`config.mk`:
```
export PLATFORM = sky130hd
export DESIGN_NAME = glide_dac_seq
export DESIGN_NICKNAME = d
export VERILOG_FILES = /design/src/rtl/glide_seq_pkg.sv /design/src/rtl/glide_seq_ctrl.sv /design/src/rtl/glide_seq_datapath.sv /design/src/rtl/glide_dac_seq.sv
export SDC_FILE = /design/constraint.sdc
export NUM_CORES = 1
export LEC_CHECK = 0
export CORE_MARGIN = 4
export CORE_UTILIZATION = 40
export CTS_CLUSTER_DIAMETER = 150
export CTS_CLUSTER_SIZE = 40
export DETAILED_ROUTE_END_ITERATION = 8
export HOLD_SLACK_MARGIN = 0.15
export SYNTH_ARGS = -nofsm -noshare
export SYNTH_HDL_FRONTEND = slang
export SYNTH_SLANG_ARGS = --single-unit
```
`constraint.sdc`:
```
create_clock -name clk -period 3.4 [get_ports clk]
set_input_delay 0.68 -clock clk [delete_from_list [all_inputs] [get_ports clk]]
set_output_delay 0.68 -clock clk [all_outputs]
set_load 0.02 [all_outputs]
```
`src/rtl/glide_seq_pkg.sv`:
```
`timescale 1ns/1ps
package glide_seq_pkg;
  // Strobes from the sequencing control to the code datapath
  typedef struct packed {
    logic jumpNow;     // take the target code at once
    logic glideStart;  // begin a glide from the current integer code
    logic stepNow;     // apply one glide increment
    logic lastStep;    // this increment is the final one
  } seqStrobes_t;
endpackage

```
`src/rtl/glide_seq_ctrl.sv`:
```
`timescale 1ns/1ps
module glide_seq_ctrl
  import glide_seq_pkg::*;
#(
  parameter int DELAY_W  = 6,
  parameter int STEP_MIN = 2,
  parameter int FRAC_W   = 8
) (
  input  logic               clk,
  input  logic               rstN,
  input  logic               loadReq,
  input  logic               swapReq,
  input  logic               glideEn,
  input  logic               turboBit,
  input  logic               usTick,
  input  logic [DELAY_W-1:0] stepDelay,
  output seqStrobes_t        strobes,
  output logic               busy,
  output logic               turboDrive
);
  localparam int PER_MAX = STEP_MIN + (1 << DELAY_W) - 1;
  localparam int PER_W   = $clog2(PER_MAX + 1);

  logic [PER_W-1:0]  periodQ;
  logic [PER_W-1:0]  tickCnt;
  logic [FRAC_W-1:0] stepCnt;
  logic              busyQ;
  logic              turboQ;

  logic directHit, glideHit, stepFire, lastFire, tickDone;

  always_comb begin
    directHit = swapReq | (loadReq & ~glideEn);
    glideHit  = ~swapReq & loadReq & glideEn;
    tickDone  = (tickCnt == periodQ - PER_W'(1));
    stepFire  = busyQ & usTick & tickDone & ~swapReq & ~loadReq;
    lastFire  = stepFire & (stepCnt == {FRAC_W{1'b1}});
    strobes.jumpNow    = directHit;
    strobes.glideStart = glideHit;
    strobes.stepNow    = stepFire;
    strobes.lastStep   = lastFire;
  end

  always_ff @(posedge clk or negedge rstN) begin
    if (!rstN) begin
      periodQ <= PER_W'(STEP_MIN);
      tickCnt <= '0;
      stepCnt <= '0;
      busyQ   <= 1'b0;
      turboQ  <= 1'b0;
    end else if (directHit) begin
      busyQ   <= 1'b0;
      turboQ  <= turboBit;
      tickCnt <= '0;
      stepCnt <= '0;
    end else if (glideHit) begin
      busyQ   <= 1'b1;
      turboQ  <= 1'b0;
      tickCnt <= '0;
      stepCnt <= '0;
      periodQ <= PER_W'(STEP_MIN) + PER_W'(stepDelay);
    end else if (busyQ && usTick) begin
      if (tickDone) begin
        tickCnt <= '0;
        stepCnt <= stepCnt + FRAC_W'(1);
        if (lastFire) busyQ <= 1'b0;
      end else begin
        tickCnt <= tickCnt + PER_W'(1);
      end
    end
  end

  assign busy       = busyQ;
  assign turboDrive = turboQ;

  AST_STEP_GAP: assert property (@(posedge clk) disable iff (!rstN)
    strobes.stepNow |=> !strobes.stepNow);
  AST_SWAP_ABORT: assert property (@(posedge clk) disable iff (!rstN)
    swapReq |=> !busyQ);
  AST_GLIDE_NO_TURBO: assert property (@(posedge clk) disable iff (!rstN)
    busyQ |-> !turboQ);
  AST_STEP_NEEDS_TICK: assert property (@(posedge clk) disable iff (!rstN)
    (busyQ && !usTick && !loadReq && !swapReq) |=> $stable(stepCnt));
endmodule

```
`src/rtl/glide_seq_datapath.sv`:
```
`timescale 1ns/1ps
module glide_seq_datapath
  import glide_seq_pkg::*;
#(
  parameter int CODE_W = 7,
  parameter int FRAC_W = 8
) (
  input  logic              clk,
  input  logic              rstN,
  input  seqStrobes_t       strobes,
  input  logic [CODE_W-1:0] targetIn,
  output logic [CODE_W-1:0] codeOut,
  output logic              hiZ
);
  localparam int ACC_W = CODE_W + FRAC_W;
  localparam int DLT_W = CODE_W + 1;
  localparam int EXT_W = ACC_W - DLT_W;

  logic [ACC_W-1:0]  accQ;
  logic [DLT_W-1:0]  deltaQ;   // two's complement per-step increment in 1/2^FRAC_W
  logic [CODE_W-1:0] destQ;
  logic [CODE_W-1:0] curInt;
  logic [ACC_W-1:0]  deltaExt;
  logic [DLT_W-1:0]  newDelta;

  always_comb begin
    curInt   = accQ[ACC_W-1:FRAC_W];
    deltaExt = {{EXT_W{deltaQ[DLT_W-1]}}, deltaQ};
    newDelta = {1'b0, targetIn} - {1'b0, curInt};
  end

  always_ff @(posedge clk or negedge rstN) begin
    if (!rstN) begin
      accQ   <= '0;
      deltaQ <= '0;
      destQ  <= '0;
    end else if (strobes.jumpNow) begin
      accQ   <= {targetIn, {FRAC_W{1'b0}}};
      deltaQ <= '0;
      destQ  <= targetIn;
    end else if (strobes.glideStart) begin
      accQ   <= {curInt, {FRAC_W{1'b0}}};
      deltaQ <= newDelta;
      destQ  <= targetIn;
    end else if (strobes.stepNow) begin
      accQ   <= accQ + deltaExt;
    end
  end

  assign codeOut = curInt;
  assign hiZ     = (destQ == '0);

  AST_JUMP_LANDS: assert property (@(posedge clk) disable iff (!rstN)
    strobes.jumpNow |=> codeOut == $past(targetIn));
  AST_GLIDE_LANDS: assert property (@(posedge clk) disable iff (!rstN)
    strobes.lastStep |=> codeOut == $past(destQ));
  AST_STEP_UP: assert property (@(posedge clk) disable iff (!rstN)
    (strobes.stepNow && !deltaQ[DLT_W-1]) |=>
      (codeOut >= $past(codeOut) && codeOut <= destQ));
  AST_STEP_DOWN: assert property (@(posedge clk) disable iff (!rstN)
    (strobes.stepNow && deltaQ[DLT_W-1]) |=>
      (codeOut <= $past(codeOut) && codeOut >= destQ));
endmodule

```
`src/rtl/glide_dac_seq.sv`:
```
`timescale 1ns/1ps
module glide_dac_seq
  import glide_seq_pkg::*;
#(
  parameter int CODE_W   = 7,
  parameter int DELAY_W  = 6,
  parameter int FRAC_W   = 8,
  parameter int STEP_MIN = 2
) (
  input  logic               clk,
  input  logic               rstN,
  input  logic [CODE_W-1:0]  targetCode,
  input  logic               targetLoad,
  input  logic               glideEn,
  input  logic               turboBit,
  input  logic [DELAY_W-1:0] stepDelay,
  input  logic               swapPulse,
  input  logic               usTick,
  output logic [CODE_W-1:0]  codeOut,
  output logic               hiZ,
  output logic               busy,
  output logic               turboDrive
);
  seqStrobes_t strobes;

  glide_seq_ctrl #(
    .DELAY_W (DELAY_W),
    .STEP_MIN(STEP_MIN),
    .FRAC_W  (FRAC_W)
  ) u_ctrl (
    .clk       (clk),
    .rstN      (rstN),
    .loadReq   (targetLoad),
    .swapReq   (swapPulse),
    .glideEn   (glideEn),
    .turboBit  (turboBit),
    .usTick    (usTick),
    .stepDelay (stepDelay),
    .strobes   (strobes),
    .busy      (busy),
    .turboDrive(turboDrive)
  );

  glide_seq_datapath #(
    .CODE_W(CODE_W),
    .FRAC_W(FRAC_W)
  ) u_dp (
    .clk     (clk),
    .rstN    (rstN),
    .strobes (strobes),
    .targetIn(targetCode),
    .codeOut (codeOut),
    .hiZ     (hiZ)
  );

  AST_HIZ_FOLLOWS_DEST: assert property (@(posedge clk) disable iff (!rstN)
    (targetLoad || swapPulse) |=> hiZ == ($past(targetCode) == '0));
endmodule

```
[Word-level counts from Yosys, hierarchy flattened]
Cells that the tools add are included.
Word-level totals
  word-level logic and storage cells: 65
  memory bits (writable): 0
  output and inout bits: 10
  latch bits: 0
  bits in registers: 54
  ROM bits: 0
  bits of input ports: 20
  memories: 0
Operators by class
  add/sub/neg operators: 6
  shift operators: 0
  muxes and demuxes: 22
  magnitude comparators: 0
  multiply operators: 0
  div/mod/pow operators: 0
  reduce and logical (&&, ||, !) cells: 12
  bitwise logic cells: 13
  equal/unequal tests: 3
Operators with widths (number)
  two-way mux 8 bit: 6
  two-way mux 15 bit: 3
  two-way mux 7 bit: 6
  adder 15 bit: 1
  nonzero test 3 bit: 4
  adder 8 x 1 -> 8 bit (second input constant): 1
  bitwise AND 1 bit: 8
  equality test 8 bit (second input constant): 1
  subtractor 7 x 7 -> 8 bit: 1
  adder 2 x 6 -> 7 bit (first input constant): 1
  adder 7 x 1 -> 7 bit (second input constant): 1
  equality test 7 bit: 1
  zero test 7 bit: 1
  two-way mux 1 bit: 7
  subtractor 7 x 1 -> 7 bit (second input constant): 1
  AND reduction 2 bit: 3
  inverter 1 bit: 4
  nonzero test 2 bit: 2
  AND reduction 3 bit: 1
  != test 2 x 1 -> 1 bit (second input constant): 1
  logical AND 1 bit: 1
  bitwise OR 1 bit: 1

[Logic depth before layout (Yosys ltp)]
Gate-level depths: netlist (run 1).
  depth after elaboration: 11
  depth in mapped cells: 12
  depth with buffers taken out: 11

[By module]
From an unflattened synthesis (run 1), not the netlist that was laid out.
Second synthesis, totals
  cell total of the unflattened synthesis: 411
  area total of the unflattened synthesis: 3687.3 µm²
Modules (own cells, without submodules)
  glide_seq_datapath: instances 1, cells each 246, sequential area each 750.7 µm², area an instance 2164.6 µm²
  glide_seq_ctrl: instances 1, cells each 165, sequential area each 601.8 µm², area an instance 1522.7 µm²

[Worst setup path after synthesis (run 1)]
OpenSTA, ideal clock, no wires.
  kind: register to register
  start point: register u_dp.deltaQ[0]
  end point: register u_dp.accQ[14]
  buffers on the path: 0
  setup time: 0.126 ns
  required time: 3.274 ns
  arrival time: 2.394 ns
  cell stages (with the launch flop): 10
  period minus slack after synthesis: 2.520 ns
  slack: 0.880 ns
  path through: dfrtp_1 > ha_1 > fa_1 > a211oi_1 > o211ai_1 > a41o_1 > a21oi_1 > xor2_1 > a41o_1 > a221o_1
On the way
  word-level cells in the longest chain between the ends: 4
RTL lines
  start: declaration: line glide_seq_datapath.sv:20  | logic [DLT_W-1:0] deltaQ;
  start signal: assignment: line glide_seq_datapath.sv:43  | deltaQ <= newDelta;
  adder 15 bit: line glide_seq_datapath.sv:46  | accQ <= accQ + deltaExt;
  two-way mux 15 bit: line glide_seq_datapath.sv:45  | end else if (strobes.stepNow) begin
  two-way mux 15 bit: line glide_seq_datapath.sv:41  | end else if (strobes.glideStart) begin
  two-way mux 15 bit: line glide_seq_datapath.sv:37  | end else if (strobes.jumpNow) begin
  end signal: assignment: line glide_seq_datapath.sv:38  | accQ <= {targetIn, {FRAC_W{1'b0}}};
  end signal: assignment: line glide_seq_datapath.sv:42  | accQ <= {curInt, {FRAC_W{1'b0}}};
  end signal: assignment: line glide_seq_datapath.sv:46
  end: declaration: line glide_seq_datapath.sv:19  | logic [ACC_W-1:0] accQ;
No other way between the ends. The select of a mux whose other input is x is not followed.
A chain may end at the register's enable or synchronous reset.

[Worst setup path after layout (run 1)]
  start point: register u_dp.deltaQ[1]
  end point: register u_dp.accQ[13]
Same word-level chain as after synthesis.

==> results of run 1 <==
==> metal layers <==
layer  track usage (%)  share of wire (%)
met2              29.5                 49
met1              24.0                 47
met5                 0                  0
met4              3.23               0.70
met3              2.57                2.8
==> worst max path at each step <==
| stage | start | to | slack (ns) |
|---|---|---|---|
| 4_1_cts | u_dp.deltaQ[1] | u_dp.accQ[13] | 0.56 |
| 5_1_grt | u_dp.deltaQ[1] | u_dp.accQ[13] | 0.38 |
| 3_5_place_dp | targetCode[1] | u_dp.deltaQ[7] | 0.58 |
| 6_report | u_dp.deltaQ[1] | u_dp.accQ[13] | 0.57 |
| 2_1_floorplan | u_dp.deltaQ[0] | u_dp.accQ[14] | 0.88 |
| 3_3_place_gp | targetCode[0] | u_dp.deltaQ[6] | 0.57 |
==> synthesized netlist by cell type (6+ instances only) <==
cell / number / area [sq um]
inv_1: 20 / 75.1
xor2_1: 14 / 123
a221o_1: 6 / 60.1
xnor2_1: 15 / 131
nor3_1: 8 / 40.0
clkbuf_1: 9 / 33.8
nor2_1: 13 / 48.8
ha_1: 25 / 313
buf_4: 7 / 52.6
a21oi_1: 27 / 135
o21ai_0: 29 / 145
nand2_1: 54 / 203
nand3_1: 20 / 100
o31ai_1: 10 / 75.1
and3_1: 10 / 62.6
dfrtp_1: 53 / 1330
==> area by class of cell <==
type | instances | area [sq um] | share of cell area (%)
multi-input cells | 298 | 2040 | 50.6
flip-flops and latches | 54 | 1350 | 33.6
repair buffers | 36 | 338 | 8.39
well taps | 108 | 135 | 3.35
inverters | 20 | 75.1 | 1.86
clock buffers | 5 | 68.8 | 1.71
clock inverters | 3 | 22.5 | 0.559
==> registers in the layout (all words and copies together) (netlist names) <==
signal / count
u_ctrl.turboDrive: 1
u_ctrl.busy: 1
u_dp.accQ: 15
u_dp.destQ: 7
u_ctrl.tickCnt: 7
u_ctrl.stepCnt: 8
u_dp.deltaQ: 8
u_ctrl.periodQ: 7
==> kinds of logic after synthesis <==
group,count (synthesis)
AOI/OAI and AO/OA,105
xor gates and xnor gates,30
adders and majority gates,27
buffers and inverters,43
DFF,54
muxes,3
and+or+nand+nor,133
==> stage by stage <==
step / utilization (%) / setup slack, ns / instance area (sq um)
after floorplan: - / 0.880 / 3580
after global placement: 45.2 / 0.573 / 3940
after detailed placement: 45.2 / 0.579 / 3940
after CTS: 46.2 / 0.561 / 4030
after global routing: 46.2 / 0.380 / 4030
final: 46.2 / 0.570 / 4030
==> layout by cell type (no fill, tap or decap), types with 3 or more instances in the layout <==
master            n
or3_1             5
a21o_1            4
dfrtp_1          53
nand3b_1          3
xor2_1           14
and2_1            3
a211oi_1          3
and3_1           10
o21bai_1          3
ha_1             25
nor3_1            8
nand3_1          20
inv_1            20
nor2_1           12
a2111oi_0         3
o21ai_0          29
o211ai_1          3
nand4_1           3
clkbuf_8          5
nor4_1            5
buf_4             7
nand2_1          54
o31ai_1          10
a21oi_1          27
xnor2_1          15
clkdlybuf4s50_1  28
a221o_1           6
==> report_power, final <==
part | leakage [nW] | switching (mW) | internal, mW
sequential | 0.709 | 0.0478 | 0.681
combinational | 1.03 | 0.220 | 0.171
clock | 0.0489 | 0.231 | 0.150
==> flow_metrics.py, run 1 <==
metrics = {
    "worst_setup_path": {
        "cp-start-kind": "flip-flop",
        "crit_fanout": 4,
        "reg2reg_depth": 8,
        "timing.rr.start": "u_dp.deltaQ[1]",
        "critical_path_required_ns": 3.61,
        "cp.depth": 8,
        "crit_path_frequent_cell": "o31ai_1",
        "crit_arrival_ns": 3.04,
        "crit_buf_inv": 0,
        "endpoint_kind": "flip-flop",
        "cp_cell_sequence": "ha_1 > a211oi_1 > o21bai_1 > a21oi_1 > o31ai_1 > a2111oi_0 > xor2_1 > o31ai_1",
        "r2r_end": "u_dp.accQ[13]",
        "max_stage_delay_ns": 0.76,
        "timing.reg2reg.setup_slack_ns": 0.57,
        "worstSetupPathType": "flip-flop to flip-flop",
        "cpLargestDelayFamily": "compound AO/OA/AOI/OAI gates",
        "crit_slowest_cell": "a2111oi_0",
    },
    "sta": {
        "setup_viol": 0,
        "final.setup.tns_ns": 0,
        "slew_viol_final": 0,
        "maxSlewHeadroom_pct": 47.0,
        "period_share_pct": 83.2,
        "finalCriticalPeriod_ns": 2.83,
        "timing.fmax_ghz": 0.353,
        "worstMarginPinSlew_ns": 0.776,
        "final-hold-violation-count": 0,
        "finClkSkew_ns": 0.00655,
        "holdWs_ns": 0.403,
        "rsz0062_at_grt": "false",
    },
    "cts": {
        "clock_latency_ns": 0.31,
        "post_cts_buffers": 0,
        "cts.sinks": 54,
        "ctsResizeCount": 0,
        "cts_hold_buf": 0,
        "clk_pin_slew_ns": 0.10,
        "cts-htree-levels": 2,
        "cts_tree": "done",
        "clock_path_buffers": 2,
        "ctsRootBufferMaster": "clkbuf_8",
        "numCtsBuffers": 5,
    },
    "floorplanning": {
        "ios": 30,
        "core_sq_um": 8720,
        "die_h_um": 103,
        "initial_core_util_pct": 41.1,
        "dieArea_sq_um": 10500,
        "fp-row-count": 34,
        "fp.dieW_um": 103,
    },
    "layout": {
        "num-fill-cells": 833,
        "nets": 462,
        "fin_cells": 524,
        "syn_to_final_growth_pct": 12.5,
        "antenna-diode-count": 0,
        "final_layout_size_suffix_gt1_share_pct": 6.25,
    },
    "status": {
        "status": "completed",
    },
    "routing": {
        "drt_iter0_drc": 124,
        "routedWlPerCell_um": 16.1,
        "drc": 0,
        "via_per_inst": 5.51,
        "vias": 2886,
        "finalWirelength_mm": 8.42,
        "ant_nets": 0,
        "dr.pass1.iters": 4,
    },
    "logic_synthesis": {
        "synth_top_family_by_area": "compound AO/OA/AOI/OAI gates",
        "synth_cell_type_count": 55,
        "ys_warn_count": 0,
        "ys_seq_elements": 54,
        "seq_area_frac_synth_pct": 37.8,
        "ys.flop_type": "dfrtp_1",
        "synth_area_per_cell_sq_um": 9.07,
        "synth_fp_nets": 442,
        "netlist_area_sq_um": 3580,
        "synth-compound-area-share_pct": 19.7,
        "yosys.area_share.simple_pct": 18.6,
        "synth_mux_area_share_pct": 0.908,
        "synth_edf_count": 0,
        "synth_xor_xnor_area_share_pct": 7.72,
        "synthAdderAreaFrac_pct": 9.85,
        "async_flop_share_pct": 100,
        "netlist_instances": 395,
    },
    "placement": {
        "placedCellCount": 516,
        "gp_congestion": 0.833,
        "portBuffers": 29,
        "dp_hpwl_mm": 6.18,
    },
    "pwr": {
        "power_density_nw_per_um2": 372,
        "ir_drop_uv": 198,
        "total_power_mw": 1.50,
        "p_leak_nw": 1.79,
    },
    "global_route": {
        "groute.usage.overall_pct": 17.5,
        "grt_pass1_wl_mm": 14.7,
        "grt_max_degree": 31,
        "grt_pass1_vias": 2977,
        "grt_overflow_total": 0,
        "antenna_found_initial": 0,
    },
    "worst_hold_path": {
        "hold_path_class": "input port to async pin",
    },
    "job": {
        "maxCapViolations": 0,
    },
}
No activity file was read; power rests on OpenSTA's default activity.
==> inputs of run 2 (changes only) <==
clock period = 2.79 ns   (was 3.4 ns; I/O delays follow)
==> flow_metrics.py, run 2 (synthesis results as in run 1) <==
metrics = {
    "status": {
        "status": "completed",
    },
    "global_route": {
        "groute.usage.overall_pct": 17.2,
        "grt.busiest_layer": "met2",
        "use_met2_pct": 28.3,
        "antenna_found_initial": 0,
        "grt_use_met3_pct": 2.44,
        "grt_max_degree": 40,
        "grt_overflow_total": 0,
        "grt_pass1_vias": 2890,
        "globalRouteMet1Util_pct": 24.1,
        "grt_pass1_wl_mm": 14.4,
    },
    "routing": {
        "finalWirelength_mm": 8.50,
        "drt_iter0_drc": 104,
        "dr.pass1.iters": 4,
        "drc": 0,
        "ant_nets": 0,
        "vias": 2992,
        "routedWlPerCell_um": 15.8,
        "via_per_inst": 5.56,
    },
    "worst_hold_path": {
        "hold_path_class": "input port to async pin",
    },
    "pwr": {
        "total_power_mw": 1.89,
        "ir_drop_uv": 207,
        "pwr-share-comb_pct": 26.9,
        "p_clk_share_pct": 26.2,
        "p_sw_share_pct": 33.1,
        "power_density_nw_per_um2": 453,
        "seq_power_share_pct": 46.9,
        "p_sw_mw": 0.626,
        "p_leak_nw": 1.86,
        "power.internal_mw": 1.27,
    },
    "sta": {
        "setup_ws_ns": 0.0953,
        "timing.fmax_ghz": 0.371,
        "worstMarginPinSlew_ns": 0.911,
        "period_share_pct": 96.6,
        "slew_viol_final": 0,
        "finalCriticalPeriod_ns": 2.69,
        "setup_viol": 0,
        "rsz0062_at_grt": "false",
        "final.setup.tns_ns": 0,
        "finClkSkew_ns": 0.0116,
        "maxSlewHeadroom_pct": 39.3,
        "final-hold-violation-count": 0,
    },
    "worst_setup_path": {
        "critical_path_required_ns": 2.23,
        "crit_arrival_ns": 2.14,
        "startpoint": "u_dp.destQ[2]",
        "timing.rr.start": "u_dp.deltaQ[7]",
        "max_stage_delay_ns": 0.66,
        "reg2reg_depth": 8,
        "endpoint_kind": "output port",
        "crit_fanout": 2,
        "cp_cell_sequence": "or4_1 > nor4_1 > clkdlybuf4s50_1",
        "worstSetupPathType": "flip-flop to output port",
        "cp-start-kind": "flip-flop",
        "crit_slowest_cell": "clkdlybuf4s50_1",
    },
    "cts": {
        "ctsRootBufferMaster": "clkbuf_8",
        "numCtsBuffers": 5,
        "cts_tree": "done",
        "cts.sinks": 54,
        "clock_latency_ns": 0.32,
        "cts-htree-levels": 2,
        "clock_path_buffers": 2,
        "clk_pin_slew_ns": 0.11,
    },
    "floorplanning": {
        "core_sq_um": 8720,
        "die_h_um": 103,
        "fp.dieW_um": 103,
        "ios": 30,
        "dieArea_sq_um": 10500,
        "fp-row-count": 34,
        "initial_core_util_pct": 41.1,
    },
    "layout": {
        "syn_to_final_growth_pct": 16.7,
        "max_flop_register": "u_dp.accQ",
        "fin_util_pct": 47.9,
        "nets": 476,
        "layout_common_cells": "nand2_1 (54), dfrtp_1 (53), o21ai_0 (29)",
        "top_regs": "u_dp.accQ: 15 flops, u_ctrl.stepCnt: 8 flops, u_dp.deltaQ: 8 flops",
        "seq_area_sq_um": 1350,
        "layout_commonest_cell": "nand2_1",
        "antenna-diode-count": 0,
        "num-fill-cells": 844,
        "fin_cells": 538,
        "final_layout_size_suffix_gt1_share_pct": 10.7,
        "multi_input_area_sq_um": 2060,
        "largest_reg_flops": 15,
    },
    "placement": {
        "gp_congestion": 0.871,
        "placedCellCount": 526,
        "portBuffers": 29,
        "pre_cts_slack_ns": 0.0748,
        "dp_hpwl_mm": 6.23,
    },
    "job": {
        "maxCapViolations": 0,
    },
}
run 2: cell type report:
class,instances,share of cell area [%]
Multi-Input combinational cell,298,49.4
Sequential cell,54,32.4
Timing Repair Buffer,50,10.9
Tap cell,108,3.23
Clock buffer,6,1.98
Inverter,20,1.80
Clock inverter,2,0.389
run 2: worst max-delay path, delay by kind of cell, from the launching register on:
kind / cells / cell delay, ns
DFF: 1 / 0.39
buffers and inverters: 1 / 0.66
and+or+nand+nor: 2 / 0.77
run 2: power by group through the flow:
stage / Sequential, mW / Combinational (mW) / Clock, mW
final: 0.887 / 0.509 / 0.496
after global routing: 0.894 / 0.569 / 0.542
after CTS: 0.887 / 0.501 / 0.512
after detailed placement: 0.902 / 0.498 / 0
after global placement: 0.901 / 0.493 / 0
after floorplan: 0.882 / 0.350 / 0
run 2: path summary, 6_finish.rpt:
kind | endpoint | slack, ns
max | hiZ | 0.1
min | u_dp.deltaQ[6] | 0.36
max reg2reg | u_dp.accQ[14] | 0.17
min reg2reg | u_dp.destQ[2] | 0.48
max in group asynchronous | u_dp.deltaQ[4] | 1.75
min in group clk | u_dp.destQ[2] | 0.48
run 2: layer usage:
metal  part of all wire [%]  wire length (um)
met1                     49              4190
met2                     47              4030
met3                    2.4               207
met4                   0.79                67
met5                      0                 0
run 2: stage by stage:
step	hold WS [ns]	instance area (sq um)
final	0.358	4180
after global routing	0.432	4180
after CTS	0.396	4120
after detailed placement	0.451	4030
after global placement	0.446	4030
after floorplan	0.262	3580
run 2: repair_timing:
item	CTS	global route
hold buffers	0	0
buffers inserted	0	4
gates resized for setup	0	7
endpoints found under the setup margin	0	6
==> inputs of run 3 (changes only) <==
SKIP_CTS_REPAIR_TIMING = 1   (was unset)
==> results of run 3 <==
No change in the layout: final DEF, timing and power equal those of run 2.
